`src/rtl/scmd_pkg.sv`:
```
package scmd_pkg;
  typedef enum logic [1:0] {
    MEM_CHAR = 2'd0,
    MEM_MARK = 2'd1,
    MEM_PAT  = 2'd2
  } mem_sel_e;

  localparam logic [7:0] OP_CLEAR  = 8'h99;
  localparam logic [7:0] OP_HOME   = 8'h91;
  localparam logic [7:0] OP_ENTRY  = 8'h88;
  localparam logic [7:0] OP_DISP   = 8'h89;
  localparam logic [7:0] OP_ASHIFT = 8'h92;
  localparam logic [7:0] OP_DSHIFT = 8'h8A;
  localparam logic [7:0] OP_CONTR  = 8'h8C;
  localparam logic [7:0] OP_MODE   = 8'h8E;
  localparam logic [7:0] OP_SET_DM = 8'h93;
  localparam logic [7:0] OP_SET_CG = 8'h90;
  localparam logic [7:0] OP_WRITE  = 8'h98;
  localparam logic [5:0] OP_KEY_HI = 6'b101001;
endpackage

```
`src/rtl/scmd_serial_rx.sv`:
```
module scmd_serial_rx #(
  parameter int SYNC_STAGES = 2,
  parameter int FRAME_W     = 16,
  localparam int CNT_W      = $clog2(FRAME_W + 1)
) (
  input  logic               clk_i,
  input  logic               rst_ni,
  input  logic               cs_ni,
  input  logic               sclk_i,
  input  logic               sdata_i,
  output logic               active_o,
  output logic               rise_o,
  output logic [FRAME_W-1:0] frame_o,
  output logic               half_o,
  output logic               frame_valid_o
);
  localparam logic [CNT_W-1:0] CNT_FULL = CNT_W'(FRAME_W);
  localparam logic [CNT_W-1:0] CNT_LAST = CNT_W'(FRAME_W - 1);
  localparam logic [CNT_W-1:0] CNT_HALF = CNT_W'(FRAME_W / 2 - 1);

  logic [SYNC_STAGES-1:0] cs_s, sck_s, dat_s;
  logic                   sck_prev;
  logic [CNT_W-1:0]       cnt_q;

  always_ff @(posedge clk_i or negedge rst_ni) begin
    if (!rst_ni) begin
      cs_s  <= '1;
      sck_s <= '0;
      dat_s <= '0;
    end else begin
      cs_s  <= {cs_s[SYNC_STAGES-2:0], cs_ni};
      sck_s <= {sck_s[SYNC_STAGES-2:0], sclk_i};
      dat_s <= {dat_s[SYNC_STAGES-2:0], sdata_i};
    end
  end

  assign active_o = ~cs_s[SYNC_STAGES-1];
  assign rise_o   = active_o & sck_s[SYNC_STAGES-1] & ~sck_prev;

  always_ff @(posedge clk_i or negedge rst_ni) begin
    if (!rst_ni) begin
      sck_prev      <= 1'b0;
      cnt_q         <= '0;
      frame_o       <= '0;
      half_o        <= 1'b0;
      frame_valid_o <= 1'b0;
    end else begin
      sck_prev      <= sck_s[SYNC_STAGES-1];
      half_o        <= 1'b0;
      frame_valid_o <= 1'b0;
      if (!active_o) begin
        cnt_q <= '0;
      end else if (rise_o && cnt_q != CNT_FULL) begin
        frame_o <= {frame_o[FRAME_W-2:0], dat_s[SYNC_STAGES-1]};
        cnt_q   <= cnt_q + 1'b1;
        if (cnt_q == CNT_HALF) half_o <= 1'b1;
        if (cnt_q == CNT_LAST) frame_valid_o <= 1'b1;
      end
    end
  end

  // one execution per frame
  assert_frame_once_R1: assert property (@(posedge clk_i) disable iff (!rst_ni)
    frame_valid_o |=> !frame_valid_o);
  // no frame completes once select has been released
  assert_abort_R2: assert property (@(posedge clk_i) disable iff (!rst_ni)
    (!active_o && !$past(active_o)) |-> !frame_valid_o);
endmodule

```
`src/rtl/scmd_busy_timer.sv`:
```
module scmd_busy_timer #(
  parameter int MAX_TICKS = 110,
  localparam int TW       = $clog2(MAX_TICKS + 1)
) (
  input  logic          clk_i,
  input  logic          rst_ni,
  input  logic          load_i,
  input  logic [TW-1:0] load_val_i,
  input  logic          tick_i,
  output logic          busy_o
);
  logic [TW-1:0] cnt_q;

  always_ff @(posedge clk_i or negedge rst_ni) begin
    if (!rst_ni)                    cnt_q <= '0;
    else if (load_i)                cnt_q <= load_val_i;
    else if (tick_i && cnt_q != '0) cnt_q <= cnt_q - 1'b1;
  end

  assign busy_o = (cnt_q != '0);

  assert_busy_bound_R10: assert property (@(posedge clk_i) disable iff (!rst_ni)
    int'(cnt_q) <= MAX_TICKS);
  assert_busy_hold_R10: assert property (@(posedge clk_i) disable iff (!rst_ni)
    (!load_i && !tick_i) |=> $stable(cnt_q));
endmodule

```
`src/rtl/scmd_fill.sv`:
```
module scmd_fill #(
  parameter int LINES       = 3,
  parameter int LINE_LEN    = 10,
  parameter int LINE_STRIDE = 16,
  parameter int AW          = 8,
  localparam int LNW        = $clog2(LINES + 1),
  localparam int CLW        = $clog2(LINE_LEN + 1)
) (
  input  logic          clk_i,
  input  logic          rst_ni,
  input  logic          start_i,
  output logic          active_o,
  output logic [AW-1:0] addr_o
);
  logic [LNW-1:0] line_q;
  logic [CLW-1:0] col_q;

  always_ff @(posedge clk_i or negedge rst_ni) begin
    if (!rst_ni) begin
      active_o <= 1'b0;
      line_q   <= '0;
      col_q    <= '0;
    end else if (start_i) begin
      active_o <= 1'b1;
      line_q   <= '0;
      col_q    <= '0;
    end else if (active_o) begin
      if (int'(col_q) == LINE_LEN - 1) begin
        col_q  <= '0;
        line_q <= line_q + 1'b1;
        if (int'(line_q) == LINES - 1) active_o <= 1'b0;
      end else begin
        col_q <= col_q + 1'b1;
      end
    end
  end

  assign addr_o = AW'(int'(line_q) * LINE_STRIDE + int'(col_q));

  assert_fill_range_R9: assert property (@(posedge clk_i) disable iff (!rst_ni)
    active_o |-> (int'(col_q) < LINE_LEN && int'(line_q) < LINES));
endmodule

```
`src/rtl/scmd_decoder.sv`:
```
module scmd_decoder
  import scmd_pkg::*;
#(
  parameter int SYNC_STAGES = 2,
  parameter int CLR_TICKS   = 110,
  parameter int WR_TICKS    = 7,
  parameter int LINES       = 3,
  parameter int LINE_LEN    = 10,
  parameter int LINE_STRIDE = 16,
  parameter int MARK_BASE   = 64,
  parameter int MARK_CNT    = 20,
  parameter int MARK_DW     = 5,
  parameter int PAT_DEPTH   = 255,
  parameter int KEY_ROWS    = 4,
  parameter int KEY_COLS    = 6,
  parameter int CW          = 4,
  parameter logic [7:0] FILL_CODE = 8'h20,
  localparam int FRAME_W    = 16,
  localparam int BW         = FRAME_W / 2,
  localparam int AW         = 8,
  localparam int DM_AW      = 7,
  localparam int TW         = $clog2(CLR_TICKS + 1),
  localparam int OFS_W      = $clog2(LINE_LEN),
  localparam int RSEL_W     = $clog2(KEY_ROWS)
) (
  input  logic                         clk_i,
  input  logic                         rst_ni,
  input  logic                         cs_ni,
  input  logic                         sclk_i,
  input  logic                         sdata_i,
  output logic                         sdata_o,
  output logic                         sdata_oe_o,
  input  logic                         osc_tick_i,
  input  logic [KEY_ROWS*KEY_COLS-1:0] key_rows_i,
  output logic                         busy_o,
  output logic                         mem_we_o,
  output logic [1:0]                   mem_sel_o,
  output logic [AW-1:0]                mem_addr_o,
  output logic [BW-1:0]                mem_wdata_o,
  output logic                         disp_on_o,
  output logic                         cursor_o,
  output logic                         blink_o,
  output logic                         incr_o,
  output logic                         shift_o,
  output logic                         boost_o,
  output logic                         duty_o,
  output logic                         key_scan_o,
  output logic                         power_down_o,
  output logic [CW-1:0]                contrast_o,
  output logic [AW-1:0]                addr_o,
  output logic [OFS_W-1:0]             disp_ofs_o
);
  logic               rx_active, rx_rise, rx_half, rx_valid;
  logic [FRAME_W-1:0] rx_frame;
  logic [BW-1:0]      op, arg;
  logic               acc;
  logic               tmr_load, tmr_busy;
  logic [TW-1:0]      tmr_val;
  logic               fill_start, fill_active;
  logic [AW-1:0]      fill_addr;
  logic [AW-1:0]      ac_q;
  logic               pat_q;
  logic               in_char, in_mark, in_pat, wr_ok;
  mem_sel_e           wr_sel, mem_sel_q;
  logic [KEY_COLS-1:0] row_keys;
  logic [BW-1:0]      reply_q;
  logic               reply_on_q;

  scmd_serial_rx #(.SYNC_STAGES(SYNC_STAGES), .FRAME_W(FRAME_W)) u_rx (
    .clk_i, .rst_ni, .cs_ni, .sclk_i, .sdata_i,
    .active_o(rx_active), .rise_o(rx_rise), .frame_o(rx_frame),
    .half_o(rx_half), .frame_valid_o(rx_valid)
  );

  assign op  = rx_frame[FRAME_W-1:BW];
  assign arg = rx_frame[BW-1:0];
  // busy is judged from registered state: a frame landing on the last tick is dropped
  assign acc = rx_valid & ~busy_o;

  assign tmr_load   = acc && (op == OP_CLEAR || op == OP_WRITE);
  assign tmr_val    = (op == OP_CLEAR) ? TW'(CLR_TICKS) : TW'(WR_TICKS);
  assign fill_start = acc && (op == OP_CLEAR);

  scmd_busy_timer #(.MAX_TICKS(CLR_TICKS)) u_busy (
    .clk_i, .rst_ni, .load_i(tmr_load), .load_val_i(tmr_val),
    .tick_i(osc_tick_i), .busy_o(tmr_busy)
  );

  scmd_fill #(.LINES(LINES), .LINE_LEN(LINE_LEN), .LINE_STRIDE(LINE_STRIDE), .AW(AW)) u_fill (
    .clk_i, .rst_ni, .start_i(fill_start), .active_o(fill_active), .addr_o(fill_addr)
  );

  assign busy_o = tmr_busy | fill_active;

  function automatic logic [AW-1:0] step_addr(logic [AW-1:0] a, logic up, logic pat);
    logic [AW-1:0] n;
    n = up ? a + 1'b1 : a - 1'b1;
    if (!pat) n[AW-1:DM_AW] = '0;
    return n;
  endfunction

  always_comb begin
    in_char = (int'(ac_q) / LINE_STRIDE < LINES) && (int'(ac_q) % LINE_STRIDE < LINE_LEN);
    in_mark = (int'(ac_q) >= MARK_BASE) && (int'(ac_q) < MARK_BASE + MARK_CNT);
    in_pat  = int'(ac_q) < PAT_DEPTH;
    if (pat_q) begin
      wr_ok  = in_pat;
      wr_sel = MEM_PAT;
    end else if (in_mark) begin
      wr_ok  = 1'b1;
      wr_sel = MEM_MARK;
    end else begin
      wr_ok  = in_char;
      wr_sel = MEM_CHAR;
    end
  end

  // control registers and address counter
  always_ff @(posedge clk_i or negedge rst_ni) begin
    if (!rst_ni) begin
      disp_on_o    <= 1'b0;
      cursor_o     <= 1'b0;
      blink_o      <= 1'b0;
      incr_o       <= 1'b1;
      shift_o      <= 1'b0;
      boost_o      <= 1'b0;
      duty_o       <= 1'b1;
      key_scan_o   <= 1'b1;
      power_down_o <= 1'b0;
      contrast_o   <= '0;
      ac_q         <= '0;
      pat_q        <= 1'b0;
      disp_ofs_o   <= '0;
    end else if (acc) begin
      case (op)
        OP_CLEAR: begin
          ac_q   <= '0;
          incr_o <= 1'b1;
          pat_q  <= 1'b0;
        end
        OP_HOME: begin
          ac_q  <= '0;
          pat_q <= 1'b0;
        end
        OP_ENTRY:  {incr_o, shift_o} <= arg[1:0];
        OP_DISP:   {disp_on_o, cursor_o, blink_o} <= arg[2:0];
        OP_ASHIFT: ac_q <= step_addr(ac_q, arg[0], pat_q);
        OP_DSHIFT: begin
          if (arg[0])
            disp_ofs_o <= (int'(disp_ofs_o) == LINE_LEN - 1) ? '0 : disp_ofs_o + 1'b1;
          else
            disp_ofs_o <= (disp_ofs_o == '0) ? OFS_W'(LINE_LEN - 1) : disp_ofs_o - 1'b1;
        end
        OP_CONTR:  contrast_o <= arg[CW-1:0];
        OP_MODE:   {boost_o, duty_o, key_scan_o, power_down_o} <= arg[3:0];
        OP_SET_DM: begin
          ac_q  <= AW'(arg[DM_AW-1:0]);
          pat_q <= 1'b0;
        end
        OP_SET_CG: begin
          ac_q  <= arg;
          pat_q <= 1'b1;
        end
        OP_WRITE:  ac_q <= step_addr(ac_q, incr_o, pat_q);
        default: ;
      endcase
    end
  end

  assign addr_o = ac_q;

  // shared write port: fill has priority, frames cannot arrive during it
  always_ff @(posedge clk_i or negedge rst_ni) begin
    if (!rst_ni) begin
      mem_we_o    <= 1'b0;
      mem_sel_q   <= MEM_CHAR;
      mem_addr_o  <= '0;
      mem_wdata_o <= '0;
    end else begin
      mem_we_o <= 1'b0;
      if (fill_active) begin
        mem_we_o    <= 1'b1;
        mem_sel_q   <= MEM_CHAR;
        mem_addr_o  <= fill_addr;
        mem_wdata_o <= FILL_CODE;
      end else if (acc && op == OP_WRITE && wr_ok) begin
        mem_we_o    <= 1'b1;
        mem_sel_q   <= wr_sel;
        mem_addr_o  <= ac_q;
        mem_wdata_o <= (wr_sel == MEM_MARK) ? BW'(arg[MARK_DW-1:0]) : arg;
      end
    end
  end

  assign mem_sel_o = mem_sel_q;

  // key reply during second byte
  always_comb row_keys = key_rows_i[int'(rx_frame[RSEL_W-1:0]) * KEY_COLS +: KEY_COLS];

  always_ff @(posedge clk_i or negedge rst_ni) begin
    if (!rst_ni) begin
      reply_on_q <= 1'b0;
      reply_q    <= '0;
    end else if (!rx_active) begin
      reply_on_q <= 1'b0;
      reply_q    <= '0;
    end else if (rx_half && !busy_o && rx_frame[BW-1:BW-6] == OP_KEY_HI) begin
      reply_on_q <= 1'b1;
      reply_q    <= BW'(row_keys);
    end else if (reply_on_q && rx_rise) begin
      reply_q <= {reply_q[BW-2:0], 1'b0};
    end
  end

  assign sdata_oe_o = reply_on_q;
  assign sdata_o    = reply_on_q & reply_q[BW-1];

  assert_reply_pad_R4: assert property (@(posedge clk_i) disable iff (!rst_ni)
    ($rose(sdata_oe_o) && KEY_COLS < BW) |-> !sdata_o);
  assert_mark_range_R6: assert property (@(posedge clk_i) disable iff (!rst_ni)
    (mem_we_o && mem_sel_q == MEM_MARK) |->
      (int'(mem_addr_o) >= MARK_BASE && int'(mem_addr_o) < MARK_BASE + MARK_CNT));
  assert_char_range_R6: assert property (@(posedge clk_i) disable iff (!rst_ni)
    (mem_we_o && mem_sel_q == MEM_CHAR) |->
      (int'(mem_addr_o) / LINE_STRIDE < LINES && int'(mem_addr_o) % LINE_STRIDE < LINE_LEN));
  assert_write_busy_R10: assert property (@(posedge clk_i) disable iff (!rst_ni)
    mem_we_o |-> busy_o);
  assert_busy_ignore_R10: assert property (@(posedge clk_i) disable iff (!rst_ni)
    (rx_valid && busy_o) |=> $stable(ac_q));
  assert_clear_state_R9: assert property (@(posedge clk_i) disable iff (!rst_ni)
    $rose(fill_active) |-> (ac_q == '0 && incr_o));
endmodule

```
`config.mk`:
```
export PLATFORM = sky130hd
export DESIGN_NAME = scmd_decoder
export DESIGN_NICKNAME = d
export VERILOG_FILES = /design/src/rtl/scmd_pkg.sv /design/src/rtl/scmd_serial_rx.sv /design/src/rtl/scmd_busy_timer.sv /design/src/rtl/scmd_fill.sv /design/src/rtl/scmd_decoder.sv
export SDC_FILE = /design/constraint.sdc
export NUM_CORES = 1
export LEC_CHECK = 0
export BUFFER_PORTS_ARGS = -buffer_cell sky130_fd_sc_hd__buf_2
export CAP_MARGIN = 25
export CORE_ASPECT_RATIO = 0.8
export CORE_MARGIN = 1.5
export CORE_UTILIZATION = 44
export CTS_CLUSTER_SIZE = 14
export DETAILED_ROUTE_END_ITERATION = 10
export PLACE_DENSITY_LB_ADDON = 0.15
export SYNTH_ARGS = -nofsm -noshare
export SYNTH_HDL_FRONTEND = slang
export SYNTH_SLANG_ARGS = --single-unit
export TNS_END_PERCENT = 5
```
`constraint.sdc`:
```
create_clock -name clk_i -period 2.2 [get_ports clk_i]
set_input_delay 0.44 -clock clk_i [delete_from_list [all_inputs] [get_ports clk_i]]
set_output_delay 0.44 -clock clk_i [all_outputs]
set_load 0.03 [all_outputs]
```
==> results of run 1 <==
==> final cells by class <==
class	instances	area [um2]	share of cell area, %
multi-input cells	346	2470	40.4
clock buffers	12	246	4.03
repair buffers	107	641	10.5
clock inverters	4	26.3	0.430
flip-flops and latches	98	2460	40.2
well taps	148	185	3.03
inverters	23	86.3	1.41
==> repair_timing <==
item / CTS / global route
pin swaps: 1 / 1
setup endpoints to repair: 1 / 20
setup buffers: 2 / 1
cloned: 0 / 0
resized for setup: 2 / 5
hold buffers: 0 / 0
==> flip-flops by register name (all words and copies together) (netlist names), 2 cells and up <==
| signal | cells |
|---|---|
| u_fill.line_q | 2 |
| u_rx.sck_s | 2 |
| u_rx.cs_s | 2 |
| mem_sel_o | 2 |
| u_rx.frame_o | 16 |
| u_busy.cnt_q | 7 |
| u_rx.cnt_q | 5 |
| u_fill.col_q | 4 |
| disp_ofs_o | 4 |
| addr_o | 8 |
| mem_addr_o | 8 |
| reply_q | 8 |
| mem_wdata_o | 8 |
| contrast_o | 4 |
| u_rx.dat_s | 2 |
==> worst min path at each step <==
stage,start,to,depth (start not counted)
floorplan,rst_ni,addr_o[0],0
global placement,u_rx.sck_s[0],u_rx.sck_s[1],0
detailed placement,u_rx.sck_s[0],u_rx.sck_s[1],0
CTS,rst_ni,reply_q[3],1
global route,rst_ni,reply_q[3],1
finish,rst_ni,reply_q[3],1
==> synth_stat cells (6+ instances only) <==
cell	count
o21ai_0	31
xnor2_1	7
nand3_1	19
xor2_1	7
a311oi_1	7
clkbuf_1	14
nand2_1	41
inv_1	23
mux4_2	6
a21oi_1	15
nor3_1	16
nand3b_1	6
nand2b_1	19
buf_2	15
nor2_1	32
nor2b_1	10
mux2_2	26
dfrtp_1	93
ha_1	7
==> worst max-delay path, stage by stage (launching register included) <==
cell,delay [ps]
dfrtp_2,450
or4_4,560
nor3_4,140
inv_1,60
buf_2,170
==> cells by family (layout without fill, tap and decap cells) <==
group,Yosys count,in the layout
AND/OR/NAND/NOR,187,187
XOR/XNOR,14,14
adder cells (fa/ha/maj),7,7
AO/OA/AOI/OAI,101,101
buffers and inverters,57,146
multiplexers,37,37
flip-flops,98,98
==> power breakdown <==
group | internal (W) | leakage (nW) | total [W] | switching (W)
Combinational | 0.000283 | 1.40 | 0.000586 | 0.000303
Sequential | 0.00193 | 1.31 | 0.00217 | 0.000236
Clock | 0.000798 | 0.133 | 0.00145 | 0.000652
Total | 0.00301 | 2.84 | 0.00420 | 0.00119
==> stage by stage <==
stage	cells	TNS (ps)	instance area [um2]
floorplan	501	0	5160
global placement	719	0	5790
detailed placement	719	0	5790
CTS	737	0	6080
global route	738	-31.0	6120
finish	738	0	6120
==> routing by layer <==
layer | vias to the layer above | global-route usage [%] | wire length, um
met5 | - | 0 | 0
met4 | 0 | 6.29 | 135
met3 | 12 | 4.32 | 598
met2 | 103 | 30.7 | 5460
met1 | 2038 | 33.5 | 6230
li1 | 1966 | - | -
==> results_dict.tcl, run 1 <==
set metrics [dict create \
    power.density_mw_per_mm2 687 \
    grt_max_degree 40 \
    track_usage_pct 21.7 \
    endpoint_kind "primary output" \
    cts_root_buf "clkbuf_16" \
    synth_top_flop_cell "dfrtp_1" \
    synth_nets 538 \
    finalSetupViolCount 0 \
    post-place-ws_ps 69.1 \
    die_w_um 124 \
    wl_per_cell_um 16.8 \
    cts_tree "done" \
    clock.fmax_ghz 0.461 \
    netlist_area_mm2 0.00516 \
    maxCapViolCount 0 \
    p_leak_nw 2.84 \
    final_cell_mix "dfrtp_1 (91), buf_2 (75), nand2_1 (41)" \
    firstDrtPassIters 5 \
    rsz0062_at_grt "yes" \
    required_ps 1760 \
    drv_slew 0 \
    crit_fanout 6 \
    r2r-start "u_busy.cnt_q[0]" \
    seq_area_frac_synth_pct 47.7 \
    hold_viol_final 0 \
    worst_slack_ps 32.7 \
    initial_utilization_pct 44.9 \
    critPathArrivalTime_ps 1730 \
    synthCells 501 \
    tightest_slew_ps 504 \
    mostFrequentLayoutCell "dfrtp_1" \
    synth_seq_cells 98 \
    cts.sinks 98 \
    rows 35 \
    yosysTopAreaCellShare_pct 45.1 \
    clockBufferDepth 2 \
    drtIter0Drc 320 \
    fin_skew_ps 6.98 \
    drive_gt1_share_pct 31.7 \
    area_delta_synth_final_pct 18.6 \
    antenna_cells 0 \
    synth_top_family_by_area "simple AND/OR/NAND/NOR gates" \
    synth_compound_area_share_pct 13.1 \
    wl_um 12400 \
    power_w 0.00420 \
    viasPerCell 5.58 \
    antenna_left 0 \
    async_flop_share_pct 100 \
    synthMuxAreaShare_pct 9.27 \
    yosysWarnings 0 \
    fin_hold_ws_ps 38.5 \
    core_mm2 0.0115 \
    synth.area.top_cells "dfrtp_1 (45%), mux2_2 (5.7%), o21ai_0 (3.0%)" \
    hp-class "in2async" \
    synth-simple-area-share_pct 20.9 \
    postSynthAreaPerCell_um2 10.3 \
    die_area_mm2 0.0124 \
    synth_adder_area_share_pct 1.70 \
    fin_util_pct 53.3 \
    ys_types 71 \
    grt_pass1_wl_um 20700 \
    io_buffers 76 \
    crit_type "reg2out" \
    place_hpwl_um 9000 \
    relSlewSlack_pct 66.4 \
    grt_overflow 0 \
    die_y_um 99.8 \
    crit_start "u_busy.cnt_q[2]" \
    worstSetupStartpointType "register" \
    ctsHtreeMaxLevel 3 \
    vias 4119 \
    synth_top_cell_by_area "dfrtp_1" \
    reg2regPathDepth 7 \
    cp-endpoint "busy_o" \
    path_clk_slew_ps 60 \
    peakVddDrop_uv 452 \
    synth-edff-count 0 \
    period_share_pct 98.5 \
    synth-xor-area-share_pct 2.38 \
    nets 622 \
    cts_buffers 9 \
    clock_latency_ps 340 \
    fin_crit_ps 2170 \
    r2r_end "addr_o[7]" \
    io_pins 77 \
    place.gp.congestion 0.898 \
    antenna_found_initial 0 \
    fillCellCount 1066 \
    outcome "finished clean" \
    r2r_slack_ps 160 \
    grt_pass1_vias 3988 \
    drc 0 \
]
Power figures use the tool's default switching activity.
==> run 2: changes to the inputs <==
--- a/config.mk
+++ b/config.mk
@@ -12,7 +12,9 @@
 export CORE_UTILIZATION = 44
 export CTS_CLUSTER_SIZE = 14
 export DETAILED_ROUTE_END_ITERATION = 10
+export GPL_TIMING_DRIVEN = 0
 export PLACE_DENSITY_LB_ADDON = 0.15
+export REMOVE_ABC_BUFFERS = 1
 export SYNTH_ARGS = -nofsm -noshare
 export SYNTH_HDL_FRONTEND = slang
 export SYNTH_SLANG_ARGS = --single-unit
==> run 2 against run 1 <==
Compared with the run above:
- the run now ends with negative setup slack left
- final cell count fell by 3.1%
- largest cell class unchanged
- via count decreased by 2.0%
- sequential cell count stayed put
- highest routed layer unchanged
- register-to-register slack lost 150 ps
- critical endpoint unchanged
- first-iteration DRC count shrank 15%
- clock skew is 1.6 ps lower
==> results_dict.tcl, run 2 (synthesized netlist as in run 1, its figures left out) <==
set metrics [dict create \
    outcome "finished with violations" \
    violations "negative setup slack" \
    clock.fmax_ghz 0.430 \
    cts_root_buf "clkbuf_16" \
    fin_area_mm2 0.00610 \
    place_hpwl_um 8270 \
    path_clk_slew_ps 70 \
    dpl_cell_area_mm2 0.00562 \
    place.gp.congestion 0.861 \
    highest_layer "met4" \
    antenna_found_initial 0 \
    power_w 0.00441 \
    ctsHtreeMaxLevel 3 \
    clock_latency_ps 340 \
    mostFrequentLayoutCell "dfrtp_1" \
    r2r-start "addr_o[5]" \
    core_mm2 0.0115 \
    antenna_cells 0 \
    io_buffers 76 \
    maxCapViolCount 0 \
    antenna_left 0 \
    cts_buffers 9 \
    crit_type "reg2out" \
    cts.sinks 98 \
    cts_tree "done" \
    power.density_mw_per_mm2 723 \
    largest-register "u_rx.frame_o" \
    reg2regPathDepth 6 \
    fin_skew_ps 5.41 \
    firstDrtPassIters 5 \
    viasPerCell 5.64 \
    wl_per_cell_um 16.7 \
    initial_utilization_pct 44.9 \
    rows 35 \
    worst_slack_ps -128 \
    io_pins 77 \
    wl_met3_um 628 \
    vias 4035 \
    drive_gt1_share_pct 31.7 \
    largest_register_ffs 16 \
    r2r_slack_ps 10 \
    required_ps 1760 \
    wl_met1_um 5970 \
    fin_util_pct 53.2 \
    hold_viol_final 0 \
    tightest_slew_ps 585 \
    die_area_mm2 0.0124 \
    clockBufferDepth 2 \
    wl_met2_um 5210 \
    drtIter0Drc 273 \
    area_delta_synth_final_pct 18.3 \
    grt_max_degree 65 \
    finalSetupViolCount 1 \
    die_w_um 124 \
    nets 599 \
    p_leak_nw 2.75 \
    hp-class "in2async" \
    period_share_pct 106 \
    final_cell_mix "dfrtp_1 (86), buf_2 (74), nand2_1 (40)" \
    grt_pass1_wl_um 19700 \
    r2r_end "mem_addr_o[3]" \
    grt_overflow 0 \
    rsz0062_at_grt "yes" \
    drc 0 \
    grt_pass1_vias 3985 \
    track_usage_pct 20.3 \
    relSlewSlack_pct 60.9 \
    fin_crit_ps 2330 \
    endpoint_kind "primary output" \
    drv_slew 0 \
    hold_buffers 0 \
    critPathArrivalTime_ps 1890 \
    wl_um 12000 \
    die_y_um 99.8 \
    peakVddDrop_uv 480 \
    crit_fanout 5 \
    worstSetupStartpointType "register" \
]
## run 2: cell types whose count changed in the layout (fill, tap and decap cells not counted), moves of 2 or more
cell	delta
clkinv_2	-2
nor2b_4	+3
buf_4	-23
buf_12	-2
dfrtp_1	-5
clkbuf_8	+2
dfrtp_2	+5
nor2b_1	-2
## run 2: worst max path at each step
stage | startpoint | cells after the start | to
floorplan | u_rx.frame_o[13] | 5 | mem_addr_o[3]
detailed placement | u_rx.frame_o[13] | 6 | mem_addr_o[3]
CTS | u_busy.cnt_q[3] | 4 | busy_o
finish | u_busy.cnt_q[2] | 4 | busy_o
global placement | u_rx.frame_o[13] | 5 | mem_addr_o[3]
global route | u_busy.cnt_q[2] | 4 | busy_o
## run 2: final cells by class
type / instances / area (um2)
clock buffer: 13 / 270
clock inverter: 3 / 46.3
fill: 1043 / 5380
inverter: 23 / 86.3
multi-input combinational: 346 / 2570
sequential: 98 / 2470
tap: 148 / 185
timing repair buffer: 84 / 477
## run 2: repair_timing
action / 4_1_cts / 5_1_grt
gates resized for setup: 18 / 12
pin swaps: 3 / 4
endpoints found under the setup margin: 67 / 47
buffers inserted: 1 / 5
## run 2: metal layers
| metal | vias up | global-route usage (%) |
|---|---|---|
| li1 | 1909 | - |
| met1 | 2008 | 29.1 |
| met2 | 109 | 30.4 |
| met3 | 9 | 4.43 |
| met4 | 0 | 7.26 |
| met5 | - | 0 |
## run 2: critical path, cell delays in order (launching register included)
cell and delay, ps:
dfrtp_2 440, or4_4 570, nor3_4 290, inv_1 90, buf_6 150
## run 2: where the power goes
group          internal, W  switching [W]
sequential         0.00193       0.000255
combinational     0.000297       0.000264
clock             0.000978       0.000682
total              0.00321        0.00120
## run 2: per-stage QoR
step / hold WS (ps) / TNS [ps] / instances / setup slack, ps
4_1_cts: 66.3 / -195 / 710 / -175
3_3_place_gp: 336 / -108660 / 691 / -2630
3_5_place_dp: 336 / -25270 / 693 / -645
5_1_grt: 85.3 / -790 / 715 / -181
2_1_floorplan: 144 / -23960 / 467 / -1320
6_report: 52.0 / -128 / 715 / -128
